===== src/rtl/sdac_pkg.sv =====
// Shared types for the serial DAC front end.
// Assumes the 2-bit mode field encoding defined by the frame format.
package sdac_pkg;
    typedef enum logic [1:0] {
        PD_NONE = 2'b00,
        PD_1K   = 2'b01,
        PD_100K = 2'b10,
        PD_HIZ  = 2'b11
    } pd_mode_e;
endpackage


===== src/rtl/sdac_sync.sv =====
// Multi-bit synchronizer: each asynchronous input passes through its own
// chain of STAGES flops. Assumes the inputs are slow compared with clk,
// so per-bit skew of one cycle is harmless. STAGES must be at least 2.
module sdac_sync #(
    parameter int              WIDTH   = 3,
    parameter int              STAGES  = 2,
    parameter logic [WIDTH-1:0] RST_VAL = '1
) (
    input  logic             clk,
    input  logic             rst_n,
    input  logic [WIDTH-1:0] d_async,
    output logic [WIDTH-1:0] d_sync
);
    for (genvar g = 0; g < WIDTH; g++) begin : g_bit
        logic [STAGES-1:0] chain;

        // Shift the raw input through the synchronizer chain.
        always_ff @(posedge clk) begin
            if (!rst_n) chain <= {STAGES{RST_VAL[g]}};
            else        chain <= {chain[STAGES-2:0], d_async[g]};
        end

        assign d_sync[g] = chain[STAGES-1];
    end
endmodule


===== src/rtl/sdac_shift.sv =====
// Frame receiver: detects falling serial-clock edges in the clk domain and
// shifts the data bit in while the frame select is low. Only the low
// PAYLOAD_W bits are kept, so the upper frame bits fall off the register.
// It emits a one-cycle commit pulse with the payload on the final bit.
// Edges beyond FRAME_BITS are ignored. A high frame select clears the count.
module sdac_shift #(
    parameter int FRAME_BITS = 24,
    parameter int PAYLOAD_W  = 18
) (
    input  logic                 clk,
    input  logic                 rst_n,
    input  logic                 sclk_s,
    input  logic                 sync_n_s,
    input  logic                 din_s,
    output logic                 commit,
    output logic [PAYLOAD_W-1:0] word
);
    localparam int CNT_W = $clog2(FRAME_BITS + 1);

    logic                 sclk_d;
    logic                 sclk_fall;
    logic [CNT_W-1:0]     bit_cnt;
    logic [PAYLOAD_W-1:0] sreg;

    assign sclk_fall = sclk_d & ~sclk_s;

    // Track the previous serial clock level for edge detection.
    always_ff @(posedge clk) begin
        if (!rst_n) sclk_d <= 1'b1;
        else        sclk_d <= sclk_s;
    end

    // Count and shift bits, and commit the payload on the last bit.
    always_ff @(posedge clk) begin
        if (!rst_n) begin
            bit_cnt <= '0;
            sreg    <= '0;
            commit  <= 1'b0;
            word    <= '0;
        end else begin
            commit <= 1'b0;
            if (sync_n_s) begin
                bit_cnt <= '0;
            end else if (sclk_fall && bit_cnt < CNT_W'(FRAME_BITS)) begin
                sreg    <= {sreg[PAYLOAD_W-2:0], din_s};
                bit_cnt <= bit_cnt + 1'b1;
                if (bit_cnt == CNT_W'(FRAME_BITS - 1)) begin
                    commit <= 1'b1;
                    word   <= {sreg[PAYLOAD_W-2:0], din_s};
                end
            end
        end
    end
endmodule


===== src/rtl/sdac_outctl.sv =====
// Output control: holds the code and mode registers, decodes the mode into
// termination selects and runs the wake-up counter on a return to normal.
// Assumes commit is a single-cycle pulse with word valid in that cycle.
module sdac_outctl
    import sdac_pkg::*;
#(
    parameter int CODE_W   = 16,
    parameter int WAKE_CYC = 625
) (
    input  logic              clk,
    input  logic              rst_n,
    input  logic              commit,
    input  logic [CODE_W+1:0] word,
    output logic [CODE_W-1:0] dac_code,
    output logic              amp_en,
    output logic              sel_1k,
    output logic              sel_100k,
    output logic              sel_hiz
);
    localparam int TMR_W = (WAKE_CYC < 1) ? 1 : $clog2(WAKE_CYC + 1);

    pd_mode_e   mode_q;
    pd_mode_e   next_mode;
    logic [TMR_W-1:0] wake_tmr;

    assign next_mode = pd_mode_e'(word[CODE_W+1:CODE_W]);

    // Load code and mode together, and reload the wake timer on a return to normal.
    always_ff @(posedge clk) begin
        if (!rst_n) begin
            dac_code <= '0;
            mode_q   <= PD_NONE;
            wake_tmr <= '0;
        end else if (commit) begin
            dac_code <= word[CODE_W-1:0];
            mode_q   <= next_mode;
            if (next_mode == PD_NONE && mode_q != PD_NONE)
                wake_tmr <= TMR_W'(WAKE_CYC);
            else if (next_mode != PD_NONE)
                wake_tmr <= '0;
            else if (wake_tmr != '0)
                wake_tmr <= wake_tmr - 1'b1;
        end else if (wake_tmr != '0) begin
            wake_tmr <= wake_tmr - 1'b1;
        end
    end

    // Decode the mode into the amplifier enable and one-hot selects.
    always_comb begin
        amp_en   = 1'b0;
        sel_1k   = 1'b0;
        sel_100k = 1'b0;
        sel_hiz  = 1'b0;
        unique case (mode_q)
            PD_NONE: amp_en   = (wake_tmr == '0);
            PD_1K:   sel_1k   = 1'b1;
            PD_100K: sel_100k = 1'b1;
            PD_HIZ:  sel_hiz  = 1'b1;
        endcase
    end
endmodule


===== src/rtl/sdac_frontend.sv =====
// Top level of the serial DAC front end: synchronizes the three serial
// wires, receives 24-bit frames and drives the code and output-stage
// controls. Assumes the serial clock runs well below clk/4.
module sdac_frontend #(
    parameter int CODE_W      = 16,
    parameter int FRAME_BITS  = 24,
    parameter int SYNC_STAGES = 2,
    parameter int WAKE_CYC    = 625
) (
    input  logic              clk,
    input  logic              rst_n,
    input  logic              sclk,
    input  logic              sync_n,
    input  logic              din,
    output logic [CODE_W-1:0] dac_code,
    output logic              amp_en,
    output logic              sel_1k,
    output logic              sel_100k,
    output logic              sel_hiz
);
    localparam int PAYLOAD_W = CODE_W + 2;

    logic [2:0]           wires_s;
    logic                 frame_commit;
    logic [PAYLOAD_W-1:0] frame_word;

    sdac_sync #(
        .WIDTH   (3),
        .STAGES  (SYNC_STAGES),
        .RST_VAL (3'b110)
    ) u_sync (
        .clk     (clk),
        .rst_n   (rst_n),
        .d_async ({sclk, sync_n, din}),
        .d_sync  (wires_s)
    );

    sdac_shift #(
        .FRAME_BITS (FRAME_BITS),
        .PAYLOAD_W  (PAYLOAD_W)
    ) u_shift (
        .clk      (clk),
        .rst_n    (rst_n),
        .sclk_s   (wires_s[2]),
        .sync_n_s (wires_s[1]),
        .din_s    (wires_s[0]),
        .commit   (frame_commit),
        .word     (frame_word)
    );

    sdac_outctl #(
        .CODE_W   (CODE_W),
        .WAKE_CYC (WAKE_CYC)
    ) u_outctl (
        .clk      (clk),
        .rst_n    (rst_n),
        .commit   (frame_commit),
        .word     (frame_word),
        .dac_code (dac_code),
        .amp_en   (amp_en),
        .sel_1k   (sel_1k),
        .sel_100k (sel_100k),
        .sel_hiz  (sel_hiz)
    );
endmodule


===== config.mk =====
export PLATFORM = sky130hd
export DESIGN_NAME = sdac_frontend
export DESIGN_NICKNAME = d
export VERILOG_FILES = /design/src/rtl/sdac_pkg.sv /design/src/rtl/sdac_sync.sv /design/src/rtl/sdac_shift.sv /design/src/rtl/sdac_outctl.sv /design/src/rtl/sdac_frontend.sv
export SDC_FILE = /design/constraint.sdc
export NUM_CORES = 1
export LEC_CHECK = 0
export BUFFER_PORTS_ARGS = -buffer_cell sky130_fd_sc_hd__clkbuf_2
export CAP_MARGIN = 10
export CORE_MARGIN = 5
export CORE_UTILIZATION = 50
export DETAILED_ROUTE_END_ITERATION = 12
export PLACE_DENSITY = 0.69
export SLEW_MARGIN = 20
export SYNTH_ARGS = -nofsm -noshare
export SYNTH_HDL_FRONTEND = slang
export SYNTH_SLANG_ARGS = --single-unit

===== constraint.sdc =====
create_clock -name clk -period 2.46 [get_ports clk]
set_input_delay 0.246 -clock clk [delete_from_list [all_inputs] [get_ports clk]]
set_output_delay 0.246 -clock clk [all_outputs]
set_load 0.02 [all_outputs]

# After elaboration in Yosys (flattened, before gate mapping)
# Cells that the tools add are included.
[totals] elab_cells=44 reg_bits=76 out_inout_bits=20
[op_classes] mux=9 n_lt_le_gt_ge=1 n_eq_ne=4 n_bitwise=5 add_sub_neg=2 reduce_logical=12
[op_table] operator="10-bit two-way mux" count=4
[op_table] operator="10-bit zero test" count=1
[op_table] operator="10-bit nonzero test" count=1
[op_table] operator="10-bit by 1-bit subtractor with 10-bit output, second input constant" count=1
[op_table] operator="5-bit by 1-bit adder with 5-bit output, second input constant" count=1
[op_table] operator="5-bit == test, second input constant" count=1
[op_table] operator="5-bit less-than comparator, second input constant" count=1
[op_table] operator="1-bit two-way mux" count=5
[op_table] operator="2-bit == test, second input constant" count=2
[op_table] operator="2-bit zero test" count=2
[op_table] operator="1-bit NOT" count=4
[op_table] operator="2-bit nonzero test" count=2
[op_table] operator="3-bit AND reduction" count=1
[op_table] operator="3-bit OR reduction" count=1
[op_table] operator="2-bit by 1-bit == test with 1-bit output, second input constant" count=1
[op_table] operator="1-bit logical AND" count=2
[op_table] operator="2-bit AND reduction" count=1
[op_table] operator="2-bit OR reduction" count=1
[op_table] operator="1-bit bitwise AND" count=1

# Longest topological paths before layout
# Gate-level depths: netlist of the first run.
[logic_depth] word_depth=5 depth_mapped=7 depth_no_buf=6

# Cells and area by module
# A second synthesis of the first run with hierarchy kept.
[hier_totals] cells_unflattened=287 hier_area_um2=3002.9
[by_module_without_submodules] module="sdac_shift" seq_area_each_um2=840.8 n_inst=1 area_per_inst_um2=1582.8 cells_per_inst=148
[by_module_without_submodules] module="sdac_outctl" seq_area_each_um2=560.5 n_inst=1 area_per_inst_um2=1239.9 cells_per_inst=124
[by_module_without_submodules] module="sdac_sync" seq_area_each_um2=120.1 n_inst=1 area_per_inst_um2=180.2 cells_per_inst=15

# Worst setup path after synthesis of the first run
# OpenSTA, ideal clock, no wires.
[synth_path] path_kind="register to output" from="register u_outctl.wake_tmr[0]" to="output port amp_en" slack_ps=560 path_buffers=0 path_stages_with_launch=6 t_arrival_ps=1654 cell_sequence="dfxtp_1 > inv_1 > ha_1 > nor4b_2 > nand3_1 > nor3_1"
[synth_via] elab_chain_len=2
[synth_rtl] element="start, declared" line_no="sdac_outctl.sv:24" rtl="logic [TMR_W-1:0] wake_tmr;"
[synth_rtl] element="start signal, assigned" line_no="sdac_outctl.sv:38" rtl="wake_tmr <= TMR_W'(WAKE_CYC);"
[synth_rtl] element="start signal, assigned" line_no="sdac_outctl.sv:42" rtl="wake_tmr <= wake_tmr - 1'b1;"
[synth_rtl] element="start signal, assigned" line_no="sdac_outctl.sv:44" rtl="wake_tmr <= wake_tmr - 1'b1;"
[synth_rtl] element="10-bit zero test" line_no="sdac_outctl.sv:55" rtl="PD_NONE: amp_en = (wake_tmr == '0);"
[synth_rtl] element="1-bit two-way mux" line_no="sdac_outctl.sv:54" rtl="unique case (mode_q)"
[synth_rtl] element="end, declared" line_no="sdac_frontend.sv:16" rtl="output logic amp_en,"
# Every way passes these cells.

# Worst setup path in the final report of the first run
# Ends and elaborated chain as after synthesis.

==> reports/results.ini, run 1 <==
[outcome]
outcome = finished clean

[final_layout]
utilization_pct = 57.9
num_antenna_cells = 0
nets = 315
area_growth_syn_to_layout_pct = 13.4
finish.instance_area_mm2 = 0.00341
layout-drive-gt1-share_pct = 15.0

[global_routing]
use_met1_pct = 17.9
track_usage_pct = 14.0
grt-busiest-layer = met2
grt_max_degree = 42
grt_util_met2_pct = 22.0
grt_pass1_vias = 1950
grt_pass1_wl_mm = 8.55
grt-ovfl-total = 0
antenna_found_initial = 0
met3_usage_pct = 3.29

[clocking]
cts.sinks = 76
h-tree-depth = 3
cts_tree = done
cts_buffer_depth = 2
worstSkewPairLatency_ns = 0.33
cts_buffers = 9
root_buffer = clkbuf_8
postCtsSetupBuffers = 0
cts.reportedPaths.clkPinSlew_ns = 0.07

[place]
gp_congestion = 0.749
place.port_buffers = 24
post-dp-hpwl_mm = 3.10
dpl_cell_area_mm2 = 0.00320
place_ws_ns = 0.531

[sta]
fmax_ghz = 0.445
finalWorstSetupSlack_ns = 0.214
max-slew-margin-rel_pct = 57.0
skew_ns = 0.00763
hold_viol = 0
setup_viol = 0
worst_pin_slew_ns = 0.644
drv_slew = 0
period_share_pct = 91.3
rsz0062_at_grt = false
period_minus_slack_ns = 2.25
finalSetupTns_ns = 0

[worst_setup_path]
worstPathRequired_ns = 2.21
arrival_ns = 2.00
cpMaxStageDelayCell = dfxtp_1
endpoint_kind = output port
critPathKind = flop to output port
cp_top_family = simple AND/OR/NAND/NOR gates
cp_slowest_stage_delay_ns = 0.35
reg2reg_from = u_shift.bit_cnt[4]
start_kind = flop
crit_chain = inv_1 -> ha_1 -> nor4b_4 -> nand3_1 -> nor3_1 -> clkbuf_2
cp-startpoint = u_outctl.wake_tmr[0]
crit_buf_inv = 2
crit_fanout = 8

[detailed_routing]
drcViolationCount = 0
vias_per_cell = 5.04
route.detailed.wl_per_inst_um = 12.3
dr.pass1.iters = 4
wirelength_mm = 4.78
drt_iter0_drc = 61
dr_total_vias = 1956
ant_nets = 0

[floorplanning]
std_cell_rows = 28
initial_core_util_pct = 51.1
die_w_um = 87.5
die_height_um = 87.5
io-pin-count = 25
core_region_area_mm2 = 0.00589
dieArea_mm2 = 0.00766

[run]
maxCapViolations = 0

[synthesis]
synth_most_common_cell = dfxtp_1
syn_area_mm2 = 0.00301
synth_seq_cells = 76
avgSynthCellArea_um2 = 10.7
synthTopCellsByCount = 76 x dfxtp_1, 56 x mux2i_1, 55 x nor2b_1
syn-num-nets = 288
async_flop_share_pct = 0
seq_area_frac_synth_pct = 50.6
synth_top_area_share_pct = 50.6
synth_cell_types = 35
synthTopCellsByArea = dfxtp_1 51%, mux2i_1 19%, nor2b_1 11%
synth_edf_count = 0
yosysWarnings = 0
syn_inst = 281
synth_top_cell_by_area = dfxtp_1
synthFlopType = dfxtp_1

[power_and_ir_drop]
total_power_mw = 2.97
peakVddDrop_mv = 0.538
p_leak_nw = 1.15
powerDensity_mw_per_mm2 = 872

[hold_path]
hp-start = sclk
min_path_type = input port to flop

## sequential cells by signal, summed over array words and instances, names as in the netlist
signal	flops
u_sync.g_bit.chain	6
u_outctl.mode_q	2
u_shift.sclk_d	1
u_shift.sreg	17
u_shift.commit	1
u_outctl.dac_code	16
u_shift.bit_cnt	5
u_outctl.wake_tmr	10
u_shift.word	18
## area by class of cell
type | instances | area (µm²)
tap | 75 | 93.8
clock buffer | 15 | 166
timing repair buffer | 29 | 158
inverter | 4 | 15.0
clock inverter | 1 | 30.0
fill | 536 | 2480
multi-input combinational | 188 | 1420
sequential | 76 | 1520
## layer usage
layer	vias to the layer above	part of all wire [%]
met5	-	0
met3	8	2.6
met1	909	50
met4	0	1.9
met2	26	45
li1	1013	-
## power breakdown
part           switching, mW  internal [mW]
combinational          0.335          0.279
sequential             0.109           1.32
clock                  0.407          0.527
total                  0.852           2.12
## through the flow
stage,hold slack [ns],instances
4_1_cts,0.0901,388
5_1_grt,0.0990,388
3_5_place_dp,0.399,372
2_1_floorplan,0.347,281
3_3_place_gp,0.395,372
6_report,0.105,388
## final timing paths
check,to,slack [ns],depth (start not counted)
worst min register to register,u_sync.g_bit[2].chain[1],0.42,1
worst max-delay path,amp_en,0.21,6
worst min-delay path,u_sync.g_bit[2].chain[0],0.11,2
worst max register to register,u_shift.word[1],0.73,5
## what timing repair did
item | CTS | global route
resized for setup | 0 | 1
endpoints found under the setup margin | 0 | 1
hold buffers | 0 | 0
## placed cells by master (no fill, tap or decap), types with 3 or more instances in the layout
cell type,instances
buf_4,5
nand2b_1,10
xnor2_1,3
and2_1,3
nand3_1,3
nand3b_1,3
clkbuf_8,11
o21ai_0,4
nand2_1,8
mux2i_1,56
clkbuf_1,4
dfxtp_1,76
o31ai_1,3
inv_1,4
nor2b_1,55
clkbuf_2,24
a21oi_1,5
a31oi_1,4
nor2_1,13
## logic make-up after synthesis
family	Yosys count	synth area share, %
muxes	56	18.6
xor gates and xnor gates	3	0.874
and+or+nand+nor	103	20.3
AOI/OAI and AO/OA	24	5.58
buffers and inverters	17	3.16
DFF	76	50.6
adders and majority gates	2	0.832
Power figures use the tool's default switching activity.
==> run 2: changes to the inputs <==
--- a/config.mk
+++ b/config.mk
@@ -7,7 +7,7 @@
 export LEC_CHECK = 0
 export BUFFER_PORTS_ARGS = -buffer_cell sky130_fd_sc_hd__clkbuf_2
 export CAP_MARGIN = 10
-export CORE_MARGIN = 5
+export CORE_MARGIN = 10
 export CORE_UTILIZATION = 50
 export DETAILED_ROUTE_END_ITERATION = 12
 export PLACE_DENSITY = 0.69
==> reports/results.ini, run 2 (same netlist as run 1, synthesis figures left out) <==
[global_routing]
use_met1_pct = 13.2  ; -4.7 points
grt_pass1_wl_mm = 8.93  ; +4.4%
track_usage_pct = 10.9  ; -3.2 points
grt_pass1_vias = 1982  ; +1.6%
grt-busiest-layer = met2
grt_util_met2_pct = 16.9  ; -5.1 points
grt-ovfl-total = 0  ; unchanged
antenna_found_initial = 0  ; unchanged
met3_usage_pct = 2.99  ; -0.31 points
grt_max_degree = 51  ; +21%

[clocking]
cts_buffer_depth = 2  ; unchanged
cts_buffers = 9  ; unchanged
cts_resized = 0  ; unchanged
postCtsSetupBuffers = 0  ; unchanged
root_buffer = clkbuf_8
hold_buffers = 0  ; unchanged
h-tree-depth = 3  ; unchanged
worstSkewPairLatency_ns = 0.33  ; about the same
cts.reportedPaths.clkPinSlew_ns = 0.08  ; about the same
cts.sinks = 76  ; unchanged
cts_tree = done

[floorplanning]
die_w_um = 97.5  ; +11%
die_height_um = 97.5  ; +11%
std_cell_rows = 28  ; unchanged
initial_core_util_pct = 51.1  ; unchanged
io-pin-count = 25  ; unchanged
core_region_area_mm2 = 0.00589  ; unchanged
dieArea_mm2 = 0.00952  ; +24%

[worst_setup_path]
endpoint_kind = output port
cp_slowest_stage_delay_ns = 0.36  ; about the same
worstPathRequired_ns = 2.21  ; about the same
arrival_ns = 1.96  ; -0.04 ns
start_kind = flop
crit_chain = inv_1 -> ha_1 -> nor4b_4 -> nand3_2 -> nor3_1 -> clkbuf_2
crit_fanout = 8  ; unchanged
critPathKind = flop to output port
cpMaxStageDelayCell = nor4b_4

[final_layout]
num_antenna_cells = 0  ; unchanged
nets = 314  ; -0.32%
final_common_cell = dfxtp_1
layout_common_cells = 76 x dfxtp_1, 56 x mux2i_1, 55 x nor2b_1
top_regs = u_shift.word: 18 flops, u_shift.sreg: 17 flops, u_outctl.dac_code: 16 flops
area_growth_syn_to_layout_pct = 15.0
largest_reg_flops = 18  ; unchanged
finish.instance_area_mm2 = 0.00346  ; +1.5%
layout-drive-gt1-share_pct = 16.3  ; +1.3 points
regMostFlops = u_shift.word

[power_and_ir_drop]
p_sw_share_pct = 28.4  ; -0.27 points
power.internal_mw = 2.30  ; +8.4%
p_leak_nw = 1.17  ; +1.8%
powerDensity_mw_per_mm2 = 928  ; +6.4%
comb_power_share_pct = 20.0  ; -0.6 points
clkPwrFrac_pct = 35.7  ; +4.3 points
p_sw_mw = 0.911  ; +7.0%
seqPwrFrac_pct = 44.4  ; -3.5 points
total_power_mw = 3.21  ; +8.0%
peakVddDrop_mv = 0.613  ; +14%

[outcome]
outcome = finished clean

[sta]
period_share_pct = 89.7  ; -1.6 points
worst_pin_slew_ns = 0.637  ; -0.00750 ns
drv_slew = 0  ; unchanged
finalWorstSetupSlack_ns = 0.253  ; +0.0386 ns
setup_viol = 0  ; unchanged
skew_ns = 0.0108  ; +0.00312 ns
fmax_ghz = 0.453  ; +1.8%
period_minus_slack_ns = 2.21  ; -0.0386 ns
hold_viol = 0  ; unchanged
hold_slack_ns = 0.101  ; -0.00380 ns
finalSetupTns_ns = 0  ; unchanged
rsz0062_at_grt = false
max-slew-margin-rel_pct = 57.1  ; +0.11 points

[place]
dpl_cell_area_mm2 = 0.00320  ; -0.23%
place_ws_ns = 0.513  ; -0.0177 ns
place.port_buffers = 24  ; unchanged
post-dp-hpwl_mm = 3.21  ; +3.5%
gp_congestion = 0.803  ; +7.3%

[detailed_routing]
drt_iter0_drc = 63  ; +3.3%
ant_nets = 0  ; unchanged
dr.pass1.iters = 4  ; unchanged
route.detailed.wl_per_inst_um = 13.1  ; +6.1%
drcViolationCount = 0  ; unchanged
wirelength_mm = 5.05  ; +5.8%
vias_per_cell = 5.07  ; +0.67%
dr_total_vias = 1964  ; +0.41%

[run]
maxCapViolations = 0  ; unchanged

[hold_path]
min_path_type = input port to flop

-- run 2: area by class of cell --
class / count / area [µm²]
multi-input combinational: 188 / 1430
sequential: 76 / 1520
tap: 75 / 93.8
clock inverter: 6 / 111
fill: 530 / 2430
timing repair buffer: 28 / 150
clock buffer: 10 / 138
inverter: 4 / 15.0
-- run 2: per-stage QoR --
stage | std cells | util, %
after floorplan | 281 | -
after global placement | 371 | 54.3
after detailed placement | 371 | 54.3
after CTS | 387 | 58.5
after global routing | 387 | 58.8
final | 387 | 58.8
-- run 2: worst paths after layout --
kind                                 start                  endpoint  slack [ns]  depth (start not counted)
hold / removal                      sync_n  u_sync.g_bit[1].chain[0]        0.10                          2
setup / recovery      u_outctl.wake_tmr[0]                    amp_en        0.25                          6
setup reg to reg        u_shift.bit_cnt[0]           u_shift.word[2]        0.72                          6
hold reg to reg   u_sync.g_bit[2].chain[0]  u_sync.g_bit[2].chain[1]        0.41                          1
-- run 2: routing by layer --
layer  up-vias  part of all wire (%)  wire [µm]
met4         0                   1.4         72
met2        38                    45       2290
li1       1012                     -          -
met5         -                     0          0
met1       904                    49       2490
met3        10                   3.9        196
-- run 2: power groups by stage --
stage	logic, mW	clock network, mW	registers (mW)
finish	0.641	1.15	1.42
global route	0.716	1.23	1.44
CTS	0.595	1.18	1.41
detailed placement	0.587	0	1.44
global placement	0.580	0	1.44
floorplan	0.487	0	1.42
-- run 2: worst max-delay path: cells and delay by family, from the launching register on --
kind          cells  cell delay [ns]
fa+ha+maj         1             0.29
buf+inv           2             0.26
simple gates      3             0.72
flops             1             0.35
